===== config.mk =====
export PLATFORM = sky130hd
export DESIGN_NAME = lbus_bridge
export DESIGN_NICKNAME = d
export VERILOG_FILES = /design/src/rtl/lbus_bridge_pkg.sv /design/src/rtl/lbus_bridge_seq.sv /design/src/rtl/lbus_bridge_hold.sv /design/src/rtl/lbus_bridge_lanes.sv /design/src/rtl/lbus_bridge.sv
export SDC_FILE = /design/constraint.sdc
export NUM_CORES = 1
export LEC_CHECK = 0
export BUFFER_PORTS_ARGS = -buffer_cell sky130_fd_sc_hd__buf_4
export CAP_MARGIN = 20
export CORE_MARGIN = 10
export CORE_UTILIZATION = 35
export CTS_BUF_LIST = sky130_fd_sc_hd__clkbuf_8
export DETAILED_ROUTE_END_ITERATION = 6
export GPL_TIMING_DRIVEN = 0
export PLACE_DENSITY = 0.63
export SLEW_MARGIN = 20
export SYNTH_ARGS = -nofsm -noshare
export SYNTH_HDL_FRONTEND = slang
export SYNTH_SLANG_ARGS = --single-unit

===== constraint.sdc =====
create_clock -name clk -period 2.2 [get_ports clk]
set_input_delay 0.22 -clock clk [delete_from_list [all_inputs] [get_ports clk]]
set_output_delay 0.22 -clock clk [all_outputs]
set_load 0.05 [all_outputs]

===== src/rtl/lbus_bridge_pkg.sv =====
`timescale 1ns/1ps
package lbus_bridge_pkg;
   typedef enum logic [1:0] {
      BS_IDLE = 2'd0,
      BS_ADDR = 2'd1,
      BS_DATA = 2'd2,
      BS_REL  = 2'd3
   } brg_state_e;
endpackage


===== src/rtl/lbus_bridge_seq.sv =====
`timescale 1ns/1ps
// Transaction sequencer: one slot, phase ordering, error release, lock flag.
module lbus_bridge_seq
   import lbus_bridge_pkg::*;
(
   input  logic clk,
   input  logic rst_n,
   input  logic loc_req,
   input  logic loc_lock,
   input  logic sys_rdy,
   input  logic sys_err,
   output logic accept,
   output logic reject,
   output logic ph_addr,
   output logic ph_data,
   output logic fin_ok,
   output logic fin_err,
   output logic lock_q
);
   brg_state_e st, st_nx;

   always_comb begin
      ph_addr = (st == BS_ADDR);
      ph_data = (st == BS_DATA);
      accept  = loc_req && (st == BS_IDLE);
      reject  = loc_req && (st != BS_IDLE);
      fin_err = (ph_addr || ph_data) && sys_err;
      fin_ok  = ph_data && sys_rdy && !sys_err;
      st_nx   = st;
      case (st)
         BS_IDLE: if (accept) st_nx = BS_ADDR;
         BS_ADDR: begin
            if (sys_err)      st_nx = BS_REL;
            else if (sys_rdy) st_nx = BS_DATA;
         end
         BS_DATA: begin
            if (sys_err)      st_nx = BS_REL;
            else if (sys_rdy) st_nx = BS_IDLE;
         end
         default: st_nx = BS_IDLE;
      endcase
   end

   always_ff @(posedge clk) begin
      if (!rst_n) begin
         st     <= BS_IDLE;
         lock_q <= 1'b0;
      end else begin
         st <= st_nx;
         if (accept)       lock_q <= loc_lock;
         else if (fin_err) lock_q <= 1'b0;
      end
   end
endmodule


===== src/rtl/lbus_bridge_hold.sv =====
`timescale 1ns/1ps
// Request capture and read response registers.
module lbus_bridge_hold #(
   parameter int AW  = 32,
   parameter int LDW = 32
) (
   input  logic           clk,
   input  logic           rst_n,
   input  logic           accept,
   input  logic           loc_we,
   input  logic [AW-1:0]  loc_addr,
   input  logic [LDW-1:0] loc_wdata,
   input  logic           fin_ok,
   input  logic           fin_err,
   input  logic [LDW-1:0] rd_word,
   output logic [AW-1:0]  addr_q,
   output logic           we_q,
   output logic [LDW-1:0] wdata_q,
   output logic           rsp_vld,
   output logic           rsp_err,
   output logic [LDW-1:0] rdata
);
   always_ff @(posedge clk) begin
      if (!rst_n) begin
         addr_q  <= '0;
         we_q    <= 1'b0;
         wdata_q <= '0;
         rsp_vld <= 1'b0;
         rsp_err <= 1'b0;
         rdata   <= '0;
      end else begin
         if (accept) begin
            addr_q  <= loc_addr;
            we_q    <= loc_we;
            wdata_q <= loc_wdata;
         end
         rsp_vld <= (fin_ok || fin_err) && !we_q;
         rsp_err <= fin_err && !we_q;
         if (!we_q && fin_err)     rdata <= '0;
         else if (!we_q && fin_ok) rdata <= rd_word;
      end
   end
endmodule


===== src/rtl/lbus_bridge_lanes.sv =====
`timescale 1ns/1ps
// Lane mapping between the local word and the wider system bus.
module lbus_bridge_lanes #(
   parameter int LDW   = 32,
   parameter int SDW   = 64,
   parameter int LANES = SDW / LDW,
   parameter int LSW   = (LANES > 1) ? $clog2(LANES) : 1
) (
   input  logic [LSW-1:0]   lane_sel,
   input  logic [LDW-1:0]   wdata,
   input  logic [SDW-1:0]   sys_rdata,
   output logic [SDW-1:0]   sys_wdata,
   output logic [LANES-1:0] lane_en,
   output logic [LDW-1:0]   rd_word
);
   generate
      if (LANES == 1) begin : g_narrow
         logic unused_sel;
         assign unused_sel = ^lane_sel;
         assign sys_wdata  = wdata;
         assign lane_en    = 1'b1;
         assign rd_word    = sys_rdata;
      end else begin : g_wide
         for (genvar k = 0; k < LANES; k++) begin : g_lane
            assign sys_wdata[k*LDW +: LDW] = wdata;
            assign lane_en[k] = (lane_sel == LSW'(k));
         end
         always_comb rd_word = sys_rdata[lane_sel*LDW +: LDW];
      end
   endgenerate
endmodule


===== src/rtl/lbus_bridge.sv =====
`timescale 1ns/1ps
// Top: local request port to pipelined system bus master.
module lbus_bridge #(
   parameter int AW  = 32,
   parameter int LDW = 32,
   parameter int SDW = 64
) (
   input  logic                 clk,
   input  logic                 rst_n,
   input  logic                 loc_req,
   input  logic                 loc_we,
   input  logic                 loc_lock,
   input  logic [AW-1:0]        loc_addr,
   input  logic [LDW-1:0]       loc_wdata,
   output logic                 loc_ack,
   output logic                 loc_rej,
   output logic                 loc_rsp_vld,
   output logic                 loc_rsp_err,
   output logic [LDW-1:0]       loc_rdata,
   output logic                 sys_avld,
   output logic                 sys_dvld,
   output logic [AW-1:0]        sys_addr,
   output logic                 sys_write,
   output logic                 sys_lock,
   output logic [SDW/LDW-1:0]   sys_lane_en,
   output logic [SDW-1:0]       sys_wdata,
   input  logic [SDW-1:0]       sys_rdata,
   input  logic                 sys_rdy,
   input  logic                 sys_err
);
   localparam int LANES = SDW / LDW;
   localparam int LSW   = (LANES > 1) ? $clog2(LANES) : 1;
   localparam int OFS   = $clog2(LDW / 8);

   generate
      if ((LDW % 8) != 0 || LDW < 8) begin : g_bad_ldw
         $error("lbus_bridge: LDW must be a whole number of bytes");
      end
      if ((SDW % LDW) != 0 || (LANES & (LANES - 1)) != 0) begin : g_bad_sdw
         $error("lbus_bridge: SDW must be a power-of-two multiple of LDW");
      end
      if (AW < OFS + LSW) begin : g_bad_aw
         $error("lbus_bridge: AW too small for lane selection");
      end
   endgenerate

   logic           accept, reject, ph_addr, ph_data, fin_ok, fin_err, lock_q;
   logic [AW-1:0]  addr_q;
   logic           we_q;
   logic [LDW-1:0] wdata_q, rd_word;
   logic [SDW-1:0] wdata_rep;
   logic [LANES-1:0] lane_en;
   logic           active;

   lbus_bridge_seq u_seq (
      .clk      (clk),
      .rst_n    (rst_n),
      .loc_req  (loc_req),
      .loc_lock (loc_lock),
      .sys_rdy  (sys_rdy),
      .sys_err  (sys_err),
      .accept   (accept),
      .reject   (reject),
      .ph_addr  (ph_addr),
      .ph_data  (ph_data),
      .fin_ok   (fin_ok),
      .fin_err  (fin_err),
      .lock_q   (lock_q)
   );

   lbus_bridge_hold #(.AW(AW), .LDW(LDW)) u_hold (
      .clk       (clk),
      .rst_n     (rst_n),
      .accept    (accept),
      .loc_we    (loc_we),
      .loc_addr  (loc_addr),
      .loc_wdata (loc_wdata),
      .fin_ok    (fin_ok),
      .fin_err   (fin_err),
      .rd_word   (rd_word),
      .addr_q    (addr_q),
      .we_q      (we_q),
      .wdata_q   (wdata_q),
      .rsp_vld   (loc_rsp_vld),
      .rsp_err   (loc_rsp_err),
      .rdata     (loc_rdata)
   );

   lbus_bridge_lanes #(.LDW(LDW), .SDW(SDW), .LANES(LANES), .LSW(LSW)) u_lanes (
      .lane_sel  (addr_q[OFS +: LSW]),
      .wdata     (wdata_q),
      .sys_rdata (sys_rdata),
      .sys_wdata (wdata_rep),
      .lane_en   (lane_en),
      .rd_word   (rd_word)
   );

   assign active      = ph_addr || ph_data;
   assign loc_ack     = accept;
   assign loc_rej     = reject;
   assign sys_avld    = ph_addr;
   assign sys_dvld    = ph_data;
   assign sys_addr    = active ? addr_q : '0;
   assign sys_write   = active && we_q;
   assign sys_lock    = lock_q;
   assign sys_lane_en = active ? lane_en : '0;
   assign sys_wdata   = (ph_data && we_q) ? wdata_rep : '0;
endmodule


# Word level (Yosys, flattened, before mapping)
# Cells that the tools add are included.
# totals
reg_bits	102
inputBits	135
# classes
n_eq_ne	5
shift	1
n_mux	11
bitwise_logic	2
n_reduce_logical	19
# ops
cell	n
$mux 64	1
$shiftx 64x7->32	1
$mux 32	1
$mux 2	6
$logic_and 1x1->1	10
$pmux 2 s3	1
$reduce_bool 2->1	2
$ne 3x1->1 const B	1
$ne 3x3->1 const B	1
$reduce_and 3->1	1
$eq 2x1->1 const B	1
$eq 2x2->1 const B	1
$logic_not 1->1	2
$logic_not 2->1	1
$logic_or 1x1->1	2
$mux 1	2
$ne 2x2->1 const B	1
$not 1->1	2
$reduce_or 2->1	1

# Logic depth before layout (Yosys ltp)
# depth
depth_word	5
ltp_mapped	8

# By module
# A second synthesis with hierarchy kept.
# unflattened
hier_cells	616
hier_area_um2	5988.2
# by_module_without_submodules
module	instances	cells_each	area_per_inst_um2	seq_area_each_um2
lbus_bridge_hold	1	358	3871.2	1981.9
lbus_bridge_lanes	1	102	1032.2	0.0
lbus_bridge	1	121	790.8	0.0
lbus_bridge_seq	1	35	294.0	60.1

# Worst setup path after synthesis
# No wires, ideal clock.
# synth_path
kind	register to output
start	reg u_seq.st[0]
end	out sys_wdata[35]
t_arrival_ns	1.833
path_slack_ns	0.147
stages_incl_launch_ff	7
n_path_buf	3
path_cell_list	dfxtp_1 inv_1 ha_1 clkbuf_1 clkbuf_1 and3_1 buf_4
# synth_between
elab_chain_len	3
# synth_lines
item	line	rtl
start: declaration	lbus_bridge_seq.sv:20	brg_state_e st, st_nx;
start signal: assignment	lbus_bridge_seq.sv:49	st <= st_nx;
$eq 2x2->1	lbus_bridge_seq.sv:24	ph_data = (st == BS_DATA);
$logic_and 1x1->1	lbus_bridge.sv:107	assign sys_wdata = (ph_data && we_q) ? wdata_rep : '0;
$mux 64	lbus_bridge.sv:107	
end: declaration	lbus_bridge.sv:26	output logic [SDW-1:0] sys_wdata,
# No other way between the ends.

# Worst setup path after layout
# layout_path
start	reg u_seq.st[0]
end	out sys_wdata[57]
# The elaborated chain is that of the path after synthesis.

==> metrics <==
Seq/Total Area, Yosys 42.99%; layout cells sized above 1 44.06%; min-delay src loc_addr[18]; slack of the critical path 106.3 ps; row cnt 42; LEAKAGE 3.443 nW; GRT Resource Usage Total 17.99%; Syn. warnings 0; Cells after Synth 571; diode count 0; period utilization 95.17%; Worst Setup End Kind output pin; Max VDD drop 0.4975 mV; Crit path top cell by count buf_4; Post-Synth Adder-Cell Area 1.581%; worst skew pair latency 370 ps; drc violations 0; antenna violations before repair 0; fill count 1,277; total CTS buffers 9; Clock Tree Buf Depth 2; drt total wl 17.52 mm; Clock Sinks 102; status finished clean; max-cap viol count 0; cts hold-fix bufs 0; drt wl/cell 16.95 um; detailed-route via count 4,832; HP Class in -> reg; r2r setup slk 240 ps; Cell Area, Synth 4750 um2; complex-gate fraction of the synthesized area 15.70%; commonest non-fill, non-tap cells in the layout buf_4 (309), nand2_1 (134), dfxtp_1 (100), a21oi_1 (66), nor2_1 (34); Worst-path clk slew 100 ps; largest family of logic cells by synthesized area simple AND/OR/NAND/NOR gates; final antenna-violating net count 0; Max Freq 477.6 MHz; nets 995; critical-path cell list inv_2 > ha_4 > clkbuf_2 > and3_1 > buf_4 > buf_4; Req. time, crit path 1980 ps; largest net degree at the start of global routing 16; number of global-route vias before repair 4,969; FF-to-FF Start u_seq.st[1]; XOR/XNOR Fraction of Synth Area 0%; Final Max Slew Viols 0; Synth Area in Simple Gates 22.92%; Syn Area/Cell 8.318 um2; crit-path max FO 10; kind of start point of the critical path flop; reg-to-reg endpoint u_hold.wdata_q[21]; mux cell area share after synthesis 6.744%; # port buffers 272; WP data arrival 1870 ps; CP max-delay cell dfxtp_2; RSZ-0062 raised after global routing no; Core ar. 13,240 um2; commonest non-fill, non-tap cell in the layout buf_4; pwr/cell area 918.7 nW/um2; final setup fails 0; Post-Place Setup Slack -3.547 ps; IO Pins 273; Layout Utilization 54.77%; Worst Hold Path EP u_hold.addr_q[18]; post-synth net total 712; CP Class reg -> out; clk_skew 14.04 ps; Post-Layout Cell Count 1,034; die area 18,630 um2; synth-to-layout area growth 52.71%; Slew @ Worst Pin 511.9 ps; reg2reg path depth 8; gr ovfl total 0; relative slew slack 65.87%; Distinct cells, synth 31; WHS 84.42 ps; root buf cell clkbuf_8; slowest stage delay, CP 370 ps; First-pass DRT Iterations 4; CTS H-tree depth 3; number of synthesized register bits 102; Post-DP HPWL 14.40 mm; Initial Util 35.87%; average vias per placed instance 4.673; first-pass GRT wire length 26.63 mm; Placed Cells 1,019; WHS Path Cells 3; 1st-iter DRT viols 178; DIE HEIGHT 136.5 um; routability cong. 0.8203; CTS tree yes; Tmin final 2094 ps; Die Width 136.5 um; final hold vios 0
-- power by group --
group	internal [W]	total, W	switching [W]
Clock	0.000543	0.00117	0.000627
Combinational	0.00109	0.00320	0.00211
Sequential	0.00214	0.00229	0.000149
Total	0.00377	0.00666	0.00289
-- worst max-delay path, delay by kind of cell (launching register included) --
family / cells / cell delay, ps
DFF: 1 / 370
adders and majority gates: 1 / 220
buffers and inverters: 4 / 650
and+or+nand+nor: 1 / 250
-- worst max path at each step --
stage / slack, ps / cells after the start / end / from
finish: 110 / 6 / sys_wdata[57] / u_seq.st[0]
global route: 10 / 6 / sys_wdata[49] / u_seq.st[0]
CTS: 20 / 5 / sys_wdata[57] / u_hold.we_q
detailed placement: -4 / 7 / sys_wdata[57] / u_seq.st[0]
global placement: 30 / 7 / sys_wdata[57] / u_seq.st[0]
floorplan: 150 / 6 / sys_wdata[35] / u_seq.st[0]
-- what timing repair did --
item	in CTS	in global routing
endpoints found under the setup margin	98	44
buffers inserted	0	2
resized for setup	13	10
endpoints found under the hold margin	0	0
pin swaps	0	1
-- synthesized netlist by cell type (all sizes together) --
cell type | instances | area [um2]
nand2b | 1 | 6.260
o21ai | 1 | 5.000
o21a | 3 | 22.52
o211ai | 1 | 7.510
ha | 6 | 75.07
a31oi | 1 | 6.260
and2 | 33 | 206.5
or2 | 1 | 6.260
clkbuf | 23 | 86.33
a21o | 1 | 7.510
a21oi | 66 | 330.3
o32ai | 1 | 8.760
nor4bb | 1 | 16.27
clkinv | 1 | 3.750
nor2 | 34 | 127.6
nand2 | 134 | 503.0
nor2b | 2 | 12.51
nor3 | 1 | 5.000
buf | 56 | 376.6
a221oi | 1 | 8.760
and3 | 32 | 200.2
a211oi | 32 | 340.3
dfxtp | 102 | 2042
inv | 3 | 11.26
nand3 | 1 | 5.000
mux2i | 32 | 320.3
o221ai | 1 | 8.760
-- logic make-up after synthesis --
logic type	after synthesis
DFF	102
adders and majority gates	6
and+or+nand+nor	240
buffers and inverters	83
muxes	32
AOI/OAI and AO/OA	108
-- state kept, by name (all words and copies together), names as in the netlist --
register        cells
u_hold.we_q         1
u_seq.st            2
u_hold.addr_q      32
u_hold.wdata_q     32
u_hold.rsp_err      1
u_hold.rsp_vld      1
u_seq.lock_q        1
u_hold.rdata       32
-- stage by stage --
stage / cell area, um2 / setup TNS (ps) / total power [W]
final: 7253 / 0 / 0.006664
after CTS: 7228 / 0 / 0.006696
after global routing: 7253 / 0 / 0.007101
after floorplan: 4750 / 0 / 0.004379
after global placement: 7012 / 0 / 0.005362
after detailed placement: 7012 / -3.547 / 0.005434
-- cell type report --
| class | instances | area, um2 | share of cell area [%] |
|---|---|---|---|
| plain buffers | 77 | 469.2 | 6.469 |
| clock buffers | 10 | 137.6 | 1.898 |
| clock inverters | 5 | 51.30 | 0.7073 |
| inverters | 4 | 18.77 | 0.2588 |
| multi-input cells | 386 | 2255 | 31.08 |
| flip-flops and latches | 102 | 2044 | 28.19 |
| well taps | 176 | 220.2 | 3.036 |
| repair buffers | 274 | 2057 | 28.36 |
-- layer usage --
metal,routed length [um],GRT usage [%]
met2,8355,29.90
met5,0,0
met1,7039,20.35
met4,201,5.089
met3,1927,8.174
(Power assumes the default switching activity.)
